File: src/rtl/sysctr_pkg.sv
package sysctr_pkg;
    typedef enum logic [1:0] {
        CNT_OFF  = 2'd0,
        CNT_RUN  = 2'd1,
        CNT_HALT = 2'd2
    } run_state_t;

    // control bit positions (software-visible)
    localparam int CTL_EN    = 0;
    localparam int CTL_HDBG  = 1;
    localparam int CTL_SCALE = 2;
    localparam int CTL_IRQM  = 3;
    localparam int CTL_NOSLV = 4;
    localparam int CTL_ICLR  = 5;
    localparam int CTL_W     = 5;

    // word indices
    localparam int REG_CTRL   = 0;
    localparam int REG_STAT   = 1;
    localparam int REG_ID     = 2;
    localparam int REG_CNT_LO = 3;
    localparam int REG_CNT_HI = 4;
    localparam int REG_SCALE0 = 5;

    localparam logic [31:0] SCALE_ONE = 32'h0100_0000;
endpackage

File: src/rtl/sysctr_fsm.sv
module sysctr_fsm
    import sysctr_pkg::*;
(
    input  logic clk,
    input  logic rst_n,
    input  logic en,
    input  logic hdbg,
    input  logic dbg_halt_req,
    output logic run_ok,
    output logic halted
);
    run_state_t state_q, state_d;
    logic       halt_cond;

    assign halt_cond = hdbg && dbg_halt_req;

    always_ff @(posedge clk or negedge rst_n) begin
        if (!rst_n) state_q <= CNT_OFF;
        else        state_q <= state_d;
    end

    always_comb begin
        state_d = state_q;
        unique case (state_q)
            CNT_OFF:  if (en) state_d = halt_cond ? CNT_HALT : CNT_RUN;
            CNT_RUN:  if (!en) state_d = CNT_OFF;
                      else if (halt_cond) state_d = CNT_HALT;
            CNT_HALT: if (!en) state_d = CNT_OFF;
                      else if (!halt_cond) state_d = CNT_RUN;
            default:  state_d = CNT_OFF;
        endcase
    end

    always_comb begin
        run_ok = (state_q == CNT_RUN) && en && !halt_cond;
        halted = (state_q == CNT_HALT);
    end
endmodule

File: src/rtl/sysctr_accum.sv
module sysctr_accum #(
    parameter int CNT_W  = 64,
    parameter int REG_W  = 32,
    parameter int INT_W  = 8,
    parameter int FRAC_W = 24
) (
    input  logic                    clk,
    input  logic                    rst_n,
    input  logic                    step,
    input  logic                    scale_en,
    input  logic [INT_W+FRAC_W-1:0] scale_val,
    input  logic                    wr_lo,
    input  logic                    wr_hi,
    input  logic [REG_W-1:0]        wr_data,
    output logic [CNT_W-1:0]        count
);
    localparam int HI_W = CNT_W - REG_W;

    logic [FRAC_W-1:0] frac_q;
    logic [FRAC_W:0]   frac_sum;
    logic [CNT_W-1:0]  inc;

    assign frac_sum = {1'b0, frac_q} + {1'b0, scale_val[FRAC_W-1:0]};
    assign inc = scale_en
        ? CNT_W'(scale_val[INT_W+FRAC_W-1:FRAC_W]) + CNT_W'(frac_sum[FRAC_W])
        : CNT_W'(1);

    always_ff @(posedge clk or negedge rst_n) begin
        if (!rst_n) begin
            count  <= '0;
            frac_q <= '0;
        end else if (wr_lo) begin
            count[REG_W-1:0] <= wr_data;
            frac_q           <= '0;
        end else if (wr_hi) begin
            count[CNT_W-1:REG_W] <= HI_W'(wr_data);
            frac_q               <= '0;
        end else if (step) begin
            count <= count + inc;
            if (scale_en) frac_q <= frac_sum[FRAC_W-1:0];
        end
    end
endmodule

File: src/rtl/sysctr_regs.sv
module sysctr_regs
    import sysctr_pkg::*;
#(
    parameter int ADDR_W       = 3,
    parameter int NUM_SRC      = 2,
    parameter int SEL_W        = $clog2(NUM_SRC),
    parameter bit FRAME_SECURE = 1'b1,
    parameter bit SCALE_WR_OVR = 1'b0,
    parameter bit CLK_SWITCH   = 1'b1
) (
    input  logic              clk,
    input  logic              rst_n,
    input  logic              bus_sel,
    input  logic              bus_wr,
    input  logic [ADDR_W-1:0] bus_addr,
    input  logic [31:0]       bus_wdata,
    input  logic              bus_secure,
    input  logic [SEL_W-1:0]  clk_sel,
    input  logic              halted,
    input  logic [63:0]       count,
    output logic [31:0]       bus_rdata,
    output logic              bus_slverr,
    output logic              err_irq,
    output logic              ctrl_en,
    output logic              ctrl_hdbg,
    output logic              ctrl_scale,
    output logic              ctrl_mask,
    output logic [31:0]       scale_sel_val,
    output logic              wr_lo,
    output logic              wr_hi
);
    localparam int LAST_IDX = REG_SCALE0 + NUM_SRC;

    logic [CTL_W-1:0]             ctrl_q;
    logic                         err_q;
    logic                         acc_err, acc_ok, wr_ok, scale_open;
    logic [NUM_SRC-1:0][31:0]     scale_arr;
    logic [31:0]                  rd_mux, id_word;
    logic [1:0]                   sel2;

    assign acc_err    = bus_sel && ((bus_secure != FRAME_SECURE) ||
                                    (32'(bus_addr) >= 32'(LAST_IDX)));
    assign acc_ok     = bus_sel && !acc_err;
    assign wr_ok      = acc_ok && bus_wr;
    assign scale_open = SCALE_WR_OVR || !ctrl_q[CTL_EN];
    assign wr_lo      = wr_ok && (bus_addr == ADDR_W'(REG_CNT_LO));
    assign wr_hi      = wr_ok && (bus_addr == ADDR_W'(REG_CNT_HI));

    always_ff @(posedge clk or negedge rst_n) begin
        if (!rst_n) begin
            ctrl_q <= '0;
            err_q  <= 1'b0;
        end else begin
            if (wr_ok && bus_addr == ADDR_W'(REG_CTRL))
                ctrl_q <= bus_wdata[CTL_W-1:0];
            if (acc_err)
                err_q <= 1'b1;
            else if (wr_ok && bus_addr == ADDR_W'(REG_CTRL) && bus_wdata[CTL_ICLR])
                err_q <= 1'b0;
        end
    end

    for (genvar g = 0; g < NUM_SRC; g++) begin : g_scale
        logic [31:0] val_q;
        always_ff @(posedge clk or negedge rst_n) begin
            if (!rst_n)
                val_q <= SCALE_ONE;
            else if (wr_ok && scale_open && bus_addr == ADDR_W'(REG_SCALE0 + g))
                val_q <= bus_wdata;
        end
        assign scale_arr[g] = val_q;
    end

    assign sel2          = 2'(clk_sel);
    assign scale_sel_val = scale_arr[clk_sel];
    assign id_word       = {12'd0, SCALE_WR_OVR, sel2, CLK_SWITCH, 15'd0, 1'b1};

    always_comb begin
        rd_mux = '0;
        if (bus_addr == ADDR_W'(REG_CTRL))   rd_mux = 32'(ctrl_q);
        if (bus_addr == ADDR_W'(REG_STAT))   rd_mux = {30'd0, halted, 1'b0};
        if (bus_addr == ADDR_W'(REG_ID))     rd_mux = id_word;
        if (bus_addr == ADDR_W'(REG_CNT_LO)) rd_mux = count[31:0];
        if (bus_addr == ADDR_W'(REG_CNT_HI)) rd_mux = count[63:32];
        for (int g = 0; g < NUM_SRC; g++)
            if (bus_addr == ADDR_W'(REG_SCALE0 + g)) rd_mux = scale_arr[g];
    end

    assign bus_rdata  = (acc_ok && !bus_wr) ? rd_mux : 32'd0;
    assign bus_slverr = acc_err && !ctrl_q[CTL_NOSLV];
    assign ctrl_en    = ctrl_q[CTL_EN];
    assign ctrl_hdbg  = ctrl_q[CTL_HDBG];
    assign ctrl_scale = ctrl_q[CTL_SCALE];
    assign ctrl_mask  = ctrl_q[CTL_IRQM];
    assign err_irq    = err_q && ctrl_q[CTL_IRQM];
endmodule

File: src/rtl/scaled_syscnt.sv
module scaled_syscnt
    import sysctr_pkg::*;
#(
    parameter int ADDR_W       = 3,
    parameter int NUM_SRC      = 2,
    parameter int SEL_W        = $clog2(NUM_SRC),
    parameter bit FRAME_SECURE = 1'b1,
    parameter bit SCALE_WR_OVR = 1'b0,
    parameter bit CLK_SWITCH   = 1'b1
) (
    input  logic              clk,
    input  logic              rst_n,
    input  logic              tick,
    input  logic [SEL_W-1:0]  clk_sel,
    input  logic              dbg_halt_req,
    input  logic              bus_sel,
    input  logic              bus_wr,
    input  logic [ADDR_W-1:0] bus_addr,
    input  logic [31:0]       bus_wdata,
    input  logic              bus_secure,
    output logic [31:0]       bus_rdata,
    output logic              bus_slverr,
    output logic              err_irq,
    output logic [63:0]       count
);
    logic        ctrl_en, ctrl_hdbg, ctrl_scale, ctrl_mask;
    logic        run_ok, halted, wr_lo, wr_hi;
    logic [31:0] scale_sel_val;

    sysctr_regs #(
        .ADDR_W(ADDR_W), .NUM_SRC(NUM_SRC), .SEL_W(SEL_W),
        .FRAME_SECURE(FRAME_SECURE), .SCALE_WR_OVR(SCALE_WR_OVR),
        .CLK_SWITCH(CLK_SWITCH)
    ) u_regs (
        .clk(clk), .rst_n(rst_n), .bus_sel(bus_sel), .bus_wr(bus_wr),
        .bus_addr(bus_addr), .bus_wdata(bus_wdata), .bus_secure(bus_secure),
        .clk_sel(clk_sel), .halted(halted), .count(count),
        .bus_rdata(bus_rdata), .bus_slverr(bus_slverr), .err_irq(err_irq),
        .ctrl_en(ctrl_en), .ctrl_hdbg(ctrl_hdbg), .ctrl_scale(ctrl_scale),
        .ctrl_mask(ctrl_mask), .scale_sel_val(scale_sel_val),
        .wr_lo(wr_lo), .wr_hi(wr_hi)
    );

    sysctr_fsm u_fsm (
        .clk(clk), .rst_n(rst_n), .en(ctrl_en), .hdbg(ctrl_hdbg),
        .dbg_halt_req(dbg_halt_req), .run_ok(run_ok), .halted(halted)
    );

    sysctr_accum #(.CNT_W(64), .REG_W(32), .INT_W(8), .FRAC_W(24)) u_acc (
        .clk(clk), .rst_n(rst_n), .step(tick && run_ok),
        .scale_en(ctrl_scale), .scale_val(scale_sel_val),
        .wr_lo(wr_lo), .wr_hi(wr_hi), .wr_data(bus_wdata), .count(count)
    );
endmodule

File: config.mk
export PLATFORM = sky130hd
export DESIGN_NAME = scaled_syscnt
export DESIGN_NICKNAME = d
export VERILOG_FILES = /design/src/rtl/sysctr_pkg.sv /design/src/rtl/sysctr_fsm.sv /design/src/rtl/sysctr_accum.sv /design/src/rtl/sysctr_regs.sv /design/src/rtl/scaled_syscnt.sv
export SDC_FILE = /design/constraint.sdc
export NUM_CORES = 1
export LEC_CHECK = 0
export ABC_AREA = 0
export BUFFER_PORTS_ARGS = -buffer_cell sky130_fd_sc_hd__buf_2
export CAP_MARGIN = 40
export CORE_MARGIN = 2
export CORE_UTILIZATION = 47
export DETAILED_ROUTE_END_ITERATION = 10
export PLACE_DENSITY = 0.77
export SKIP_CTS_REPAIR_TIMING = 1
export SYNTH_ARGS = -nofsm -noshare
export SYNTH_HDL_FRONTEND = slang
export SYNTH_SLANG_ARGS = --single-unit
File: constraint.sdc
create_clock -name clk -period 6.6 [get_ports clk]
set_input_delay 1.32 -clock clk [delete_from_list [all_inputs] [get_ports clk]]
set_output_delay 1.32 -clock clk [all_outputs]
set_load 0.01 [all_outputs]
==> results by group, run 1 <==
Final layout
  – Most common cell after layout, fill and taps aside: dfrtp_1
  – Final non-filler cell total: 1723
  – Layout cells sized above 1: 27.6%
  – Final net count: 1471
  – Commonest non-fill, non-tap cells in the layout: dfrtp_1, buf_2, mux2_2
  – Final instance area: 13300 µm²
  – Layout overhead on the synthesized area: 18.8%
  – Fin util: 56.6%
  – # fillers: 2078
  – # diodes: 0
  – Register area: 4010 µm²
  – Area of the multi-input gates: 6790 µm²

Drt
  – Avg Vias per Cell: 6.70
  – DRT iter0 DRCs: 1346
  – DRC Markers: 0
  – Via Count: 11.5k
  – Detailed Route WL: 42200 µm
  – Routed Antenna Nets: 0
  – First-pass DRT Iterations: 6
  – Wire length per cell: 24.5 µm

Synthesis
  – Post-Synth XOR/XNOR Area: 1.10%
  – Simple-gate share of the synthesized area: 18.7%
  – Seq/Total Area, Yosys: 35.9%
  – Mux contribution to synthesized area: 12.4%
  – Post-synth top area share: 35.4%
  – Synthesized area per cell: 9.06 µm²
  – #FFs+latches synth: 160
  – Asr flop ratio synth: 100%
  – Synth Net Count: 1311
  – Area contributors post-synth: dfrtp_1, mux2_2, ha_1, nand2_1, a21oi_1
  – Largest family of logic cells by synthesized area: compound AO/OA/AOI/OAI gates
  – Most common flop cell mapped by yosys: dfrtp_1
  – Synth area leader: dfrtp_1
  – Cells after Synth: 1231
  – Count of different cell masters after synthesis: 79
  – Synth Area in Adders: 4.28%
  – Synthesized area: 11200 µm²
  – EDFF count, synth: 0
  – Synth Warn #: 0
  – Synth Area in Compound Gates: 24.1%

Pwr
  – P_leak: 5.84 nW
  – Worst VDD drop: 158 µV
  – Overall power: 3.24 mW
  – Pwr dens: 244 nW/µm²

Worst setup path
  – CP peak stage delay: 0.43 ns
  – Delay-heaviest family, CP: compound AO/OA/AOI/OAI gates
  – Critical path data arrival time: 6.61 ns
  – CP most frequent cell: ha_1
  – Cells along the critical path: buf_2 -> buf_4 -> mux2_2 -> ha_1 -> o211ai_1 -> o21ai_0 -> o22ai_1 -> a2111oi_4 -> o211ai_1 -> nand2_1 -> ha_1 -> ha_1 -> xor2_1 -> and2_1 -> ha_1 -> o21ai_0 -> o21bai_1 -> and4_1 -> buf_4 -> o21ai_0 -> nor3_1 -> a221o_1
  – CP Launch Type: primary input
  – CP max stage cell: o21ai_0
  – Crit. End Element: flip-flop
  – CP required: 6.91 ns
  – CP max FO: 10
  – Crit Path Class: primary input to flip-flop
  – Bufs and invs on worst path: 3

STA
  – Worst Setup Slack, final: 0.306 ns
  – Post-layout minimum cycle time: 6.29 ns
  – Setup violators final: 0
  – Fin. Hold Viols: 0
  – Worst Max-Slew Pin Slew: 0.879 ns
  – Fin. max-slew vios: 0
  – Slew HR: 41.0%
  – Unrepaired setup endpoints after global routing: false
  – Final period util: 95.4%
  – Clock skew: 0.00933 ns
  – Fmax: 0.159 GHz

Clock network
  – CTS H-tree depth: 4
  – Clock transition at path regs: 0.06 ns
  – TritonCTS Buffers: 17
  – CTS tree: yes
  – Max clock buf depth: 2
  – Clock Latency Late Sink: 0.44 ns
  – # clock sinks: 160
  – Root buf cell: clkbuf_16

Floorplan
  – Ports: 141
  – FP Rows: 56
  – Starting Density: 47.7%
  – Chip width: 158 µm
  – DIE AREA: 25000 µm²
  – Core area: 23400 µm²
  – Die Span Y: 158 µm

GRT
  – Global-route wire length before repair: 64200 µm
  – Vias in the first global route: 11.1k
  – Initial antenna violation count: 1
  – Largest net degree at the start of global routing: 58
  – Grt ovf: 0
  – Global Route Usage Sum: 33.9%

Placed design
  – Gpl congestion: 1.01
  – Buffers on Ports: 140
  – Detailed placer's ending HPWL: 31000 µm
  – Pre-CTS setup slack: -0.217 ns
  – Placed insts: 1691
  – Placement Cell Area: 12600 µm²

Flow run
  – Max-cap violations: 0

Min path
  – Min-delay worst type: flip-flop to flip-flop

Outcome
  – Run status: complete, no violations
where the power goes:
group,total [mW],switching (mW),internal [mW]
sequential,1.34,0.213,1.13
clock,1.03,0.426,0.606
combinational,0.867,0.471,0.396
cell type report:
class                      count  share of cell area [%]
clock buffer                  23                    3.46
clock inverter                 9                   0.991
inverter                      23                   0.651
multi-input combinational    971                    51.2
sequential                   160                    30.2
tap                          319                    3.01
timing repair buffer         218                    10.5
kinds of logic (layout without fill, tap and decap cells):
kind of cell,count (synthesis),after routing
buf+inv,100,273
simple gates,409,409
mux,124,124
fa+ha+maj,37,37
xor+xnor,14,14
flops,160,160
compound gates,387,387
sequential cells by signal (all words and copies together) (netlist names):
signal	cells
u_acc.count	64
u_acc.frac_q	24
u_fsm.state_q	2
u_regs.ctrl_q	5
u_regs.err_q	1
u_regs.g_scale.val_q	64
per-layer routing:
layer | vias to the layer above | GRT usage (%) | part of all wire, %
met5 | - | 0 | 0.031
met4 | 2 | 16.4 | 4.6
met3 | 147 | 10.3 | 12
met2 | 754 | 52.2 | 45
met1 | 5586 | 43.4 | 39
li1 | 5051 | - | -
cell usage after synthesis (all sizes together), types with 9 or more instances:
master / count
a211oi: 12
a21o: 24
a21oi: 77
a22o: 10
a22oi: 41
a311oi: 17
a31oi: 10
and2: 13
and3: 20
and4: 18
buf: 24
clkbuf: 53
dfrtp: 158
ha: 35
inv: 23
mux2: 112
mux2i: 12
nand2: 105
nand3: 53
nand4: 19
nor2: 85
nor2b: 11
nor3: 39
o211ai: 20
o21a: 9
o21ai: 62
o22ai: 24
o311ai: 11
or3: 10
xor2: 9
path summary, 6_finish.rpt:
check                                                start                to  slack (ns)  cells after the start
max in group asynchronous                            rst_n   u_acc.count[36]        4.55                      2
worst min-delay path                      u_acc.frac_q[21]  u_acc.frac_q[21]        0.49                      2
worst max-delay path                               clk_sel   u_acc.count[31]        0.31                     22
min in group asynchronous                            rst_n  u_regs.ctrl_q[2]        0.82                      1
worst min register to register            u_acc.frac_q[21]  u_acc.frac_q[21]        0.49                      2
worst max register to register  u_regs.g_scale[0].val_q[0]   u_acc.count[23]        1.11                     24
through the flow:
stage	hold slack, ns	setup TNS, ns
CTS	0.492	0
finish	0.492	0
floorplan	0.454	0
global route	0.515	0
detailed placement	0.477	-0.699
global placement	0.470	-0.319
worst reg2reg max path, stage by stage, from the launching register on:
cell       delay (ns)
dfrtp_1          0.33
inv_1            0.08
o21ai_0          0.17
ha_1             0.19
inv_1            0.05
fa_1             0.37
nand2b_1         0.19
a21oi_1          0.23
o21ai_1          0.21
a2111oi_4        0.43
o211ai_1         0.12
nand2_1          0.21
ha_1             0.21
ha_1             0.21
nand3_1          0.13
xor2_1           0.19
and2_1           0.19
ha_1             0.31
a21oi_1          0.09
o21ai_0          0.27
a31oi_1          0.09
buf_4            0.18
a2111oi_1        0.47
o21ai_0          0.13
a221o_1          0.32
Note: power is estimated with default switching activity, not from simulation.
==> run 2: changes to the inputs <==
==> constraint.sdc (replaced) <==
create_clock -name clk -period 6.7 [get_ports clk]
set_input_delay 1.34 -clock clk [delete_from_list [all_inputs] [get_ports clk]]
set_output_delay 1.34 -clock clk [all_outputs]
set_load 0.01 [all_outputs]
==> results by group, run 2 (synthesis results as in run 1) <==
Placed design
  – Detailed placer's ending HPWL: 30000 µm
  – Gpl congestion: 1.03
  – Buffers on Ports: 140
  – Pre-CTS setup slack: -0.374 ns

Pwr
  – Sw Ratio: 33.1%
  – Overall power: 3.27 mW
  – Pwr dens: 249 nW/µm²
  – Logic pwr share: 25.5%
  – P_leak: 5.76 nW
  – Power share of the clock group: 34.4%
  – Seq pwr share: 40.1%
  – Worst VDD drop: 166 µV
  – Internal Power: 2.19 mW
  – Switching power: 1.08 mW

GRT
  – Initial antenna violation count: 1
  – Global-route wire length before repair: 63700 µm
  – Grt ovf: 0
  – Global Route Usage Sum: 33.3%
  – Vias in the first global route: 11.1k
  – Largest net degree at the start of global routing: 62

Drt
  – DRC Markers: 0
  – DRT iter0 DRCs: 1442
  – Avg Vias per Cell: 6.79
  – Via Count: 11.5k
  – Wire length per cell: 24.5 µm
  – First-pass DRT Iterations: 7
  – Detailed Route WL: 41600 µm
  – Routed Antenna Nets: 0

Floorplan
  – DIE AREA: 25000 µm²
  – FP Rows: 56
  – Ports: 141
  – Chip width: 158 µm
  – Starting Density: 47.7%
  – Die Span Y: 158 µm
  – Core area: 23400 µm²

Final layout
  – Final net count: 1446
  – Biggest regs: u_acc.count x64, u_regs.g_scale.val_q x64, u_acc.frac_q x24
  – Layout cells sized above 1: 26.6%
  – Fin util: 56.1%
  – # fillers: 2093
  – Most common cell after layout, fill and taps aside: dfrtp_1
  – Layout overhead on the synthesized area: 17.6%
  – Commonest non-fill, non-tap cells in the layout: dfrtp_1, buf_2, mux2_2

Min path
  – Min-delay worst type: flip-flop to flip-flop

Worst setup path
  – CP required: 7.02 ns
  – CP Launch Type: primary input
  – CP max FO: 10
  – Reg2reg setup slack: 1.16 ns
  – Crit Path Class: primary input to flip-flop
  – Crit. End Element: flip-flop
  – Critical path data arrival time: 6.74 ns

Flow run
  – Max-cap violations: 0

STA
  – Post-layout minimum cycle time: 6.42 ns
  – Setup TNS Final: 0 ns
  – Setup violators final: 0
  – Final hold slack: 0.490 ns
  – Fin. max-slew vios: 0
  – Slew HR: 38.8%
  – Fin. Hold Viols: 0
  – Fmax: 0.156 GHz
  – Worst Setup Slack, final: 0.281 ns
  – Worst Max-Slew Pin Slew: 0.912 ns
  – Final period util: 95.8%
  – Clock skew: 0.0132 ns

Clock network
  – Max clock buf depth: 2
  – Root buf cell: clkbuf_16
  – Clock Latency Late Sink: 0.44 ns
  – TritonCTS Buffers: 17
  – CTS tree: yes
  – # clock sinks: 160
  – Clock transition at path regs: 0.06 ns
  – CTS H-tree depth: 4

Outcome
  – Run status: complete, no violations
[run 2: cell types whose count changed in the layout (fill, tap and decap cells not counted), sizes merged]
cell,before,now
buf,218,192
bufinv,3,6
clkbuf,23,22
clkinv,2,3
clkinvlp,3,0
diode,0,1
[run 2: critical path, cell delays in order]
cell and delay, ns:
clkbuf_4 0.27, buf_4 0.24, mux2_2 0.35, ha_1 0.35, a21oi_1 0.40, o21ai_0 0.17
o22ai_1 0.32, a2111oi_2 0.09, o211ai_1 0.18, nand2_1 0.18, ha_1 0.27, ha_1 0.23
xor2_1 0.17, and2_1 0.16, ha_1 0.24, a211oi_1 0.33, o21bai_1 0.19, and4_1 0.30
buf_4 0.17, o21ai_0 0.41, nor3_1 0.08, a221o_1 0.27
[run 2: layout make-up]
type / count / area, µm² / area share [%]
clock inverters: 10 / 208 / 1.58
repair buffers: 193 / 1190 / 9.04
well taps: 319 / 399 / 3.04
clock buffers: 21 / 450 / 3.43
multi-input cells: 971 / 6790 / 51.7
inverters: 23 / 86.3 / 0.658
flip-flops and latches: 160 / 4010 / 30.5
diodes: 1 / 2.50 / 0.0191
[run 2: per-layer routing]
layer  up-vias  global-route usage [%]  share of wire (%)
met1      5600                    43.6                 39
met5         -                       0                  0
met3       151                    8.19                 11
met4         0                    16.4                4.8
met2       778                    51.7                 45
li1       4997                       -                  -
[run 2: per-stage QoR]
| stage | instance area [µm²] | std cells |
|---|---|---|
| final | 13100 | 1698 |
| after global routing | 13100 | 1698 |
| after CTS | 13100 | 1697 |
| after detailed placement | 12400 | 1666 |
| after global placement | 12300 | 1659 |
| after floorplan | 11200 | 1231 |
[run 2: final timing paths]
kind                       cells after the start                          end                       start
hold / removal                                 2              u_acc.frac_q[5]             u_acc.frac_q[5]
setup reg to reg                              24              u_acc.count[63]  u_regs.g_scale[0].val_q[0]
max in group asynchronous                      4  u_regs.g_scale[0].val_q[18]                       rst_n
min in group asynchronous                      1  u_regs.g_scale[1].val_q[30]                       rst_n
hold reg to reg                                2              u_acc.frac_q[5]             u_acc.frac_q[5]
setup / recovery                              22              u_acc.count[31]                     clk_sel
[run 2: power groups by stage]
stage	Sequential, mW	Combinational [mW]	Clock (mW)
final	1.31	0.835	1.12
after global routing	1.32	0.911	1.17
after CTS	1.30	0.817	1.12
after detailed placement	1.31	0.809	0
after global placement	1.31	0.777	0
after floorplan	1.26	0.534	0
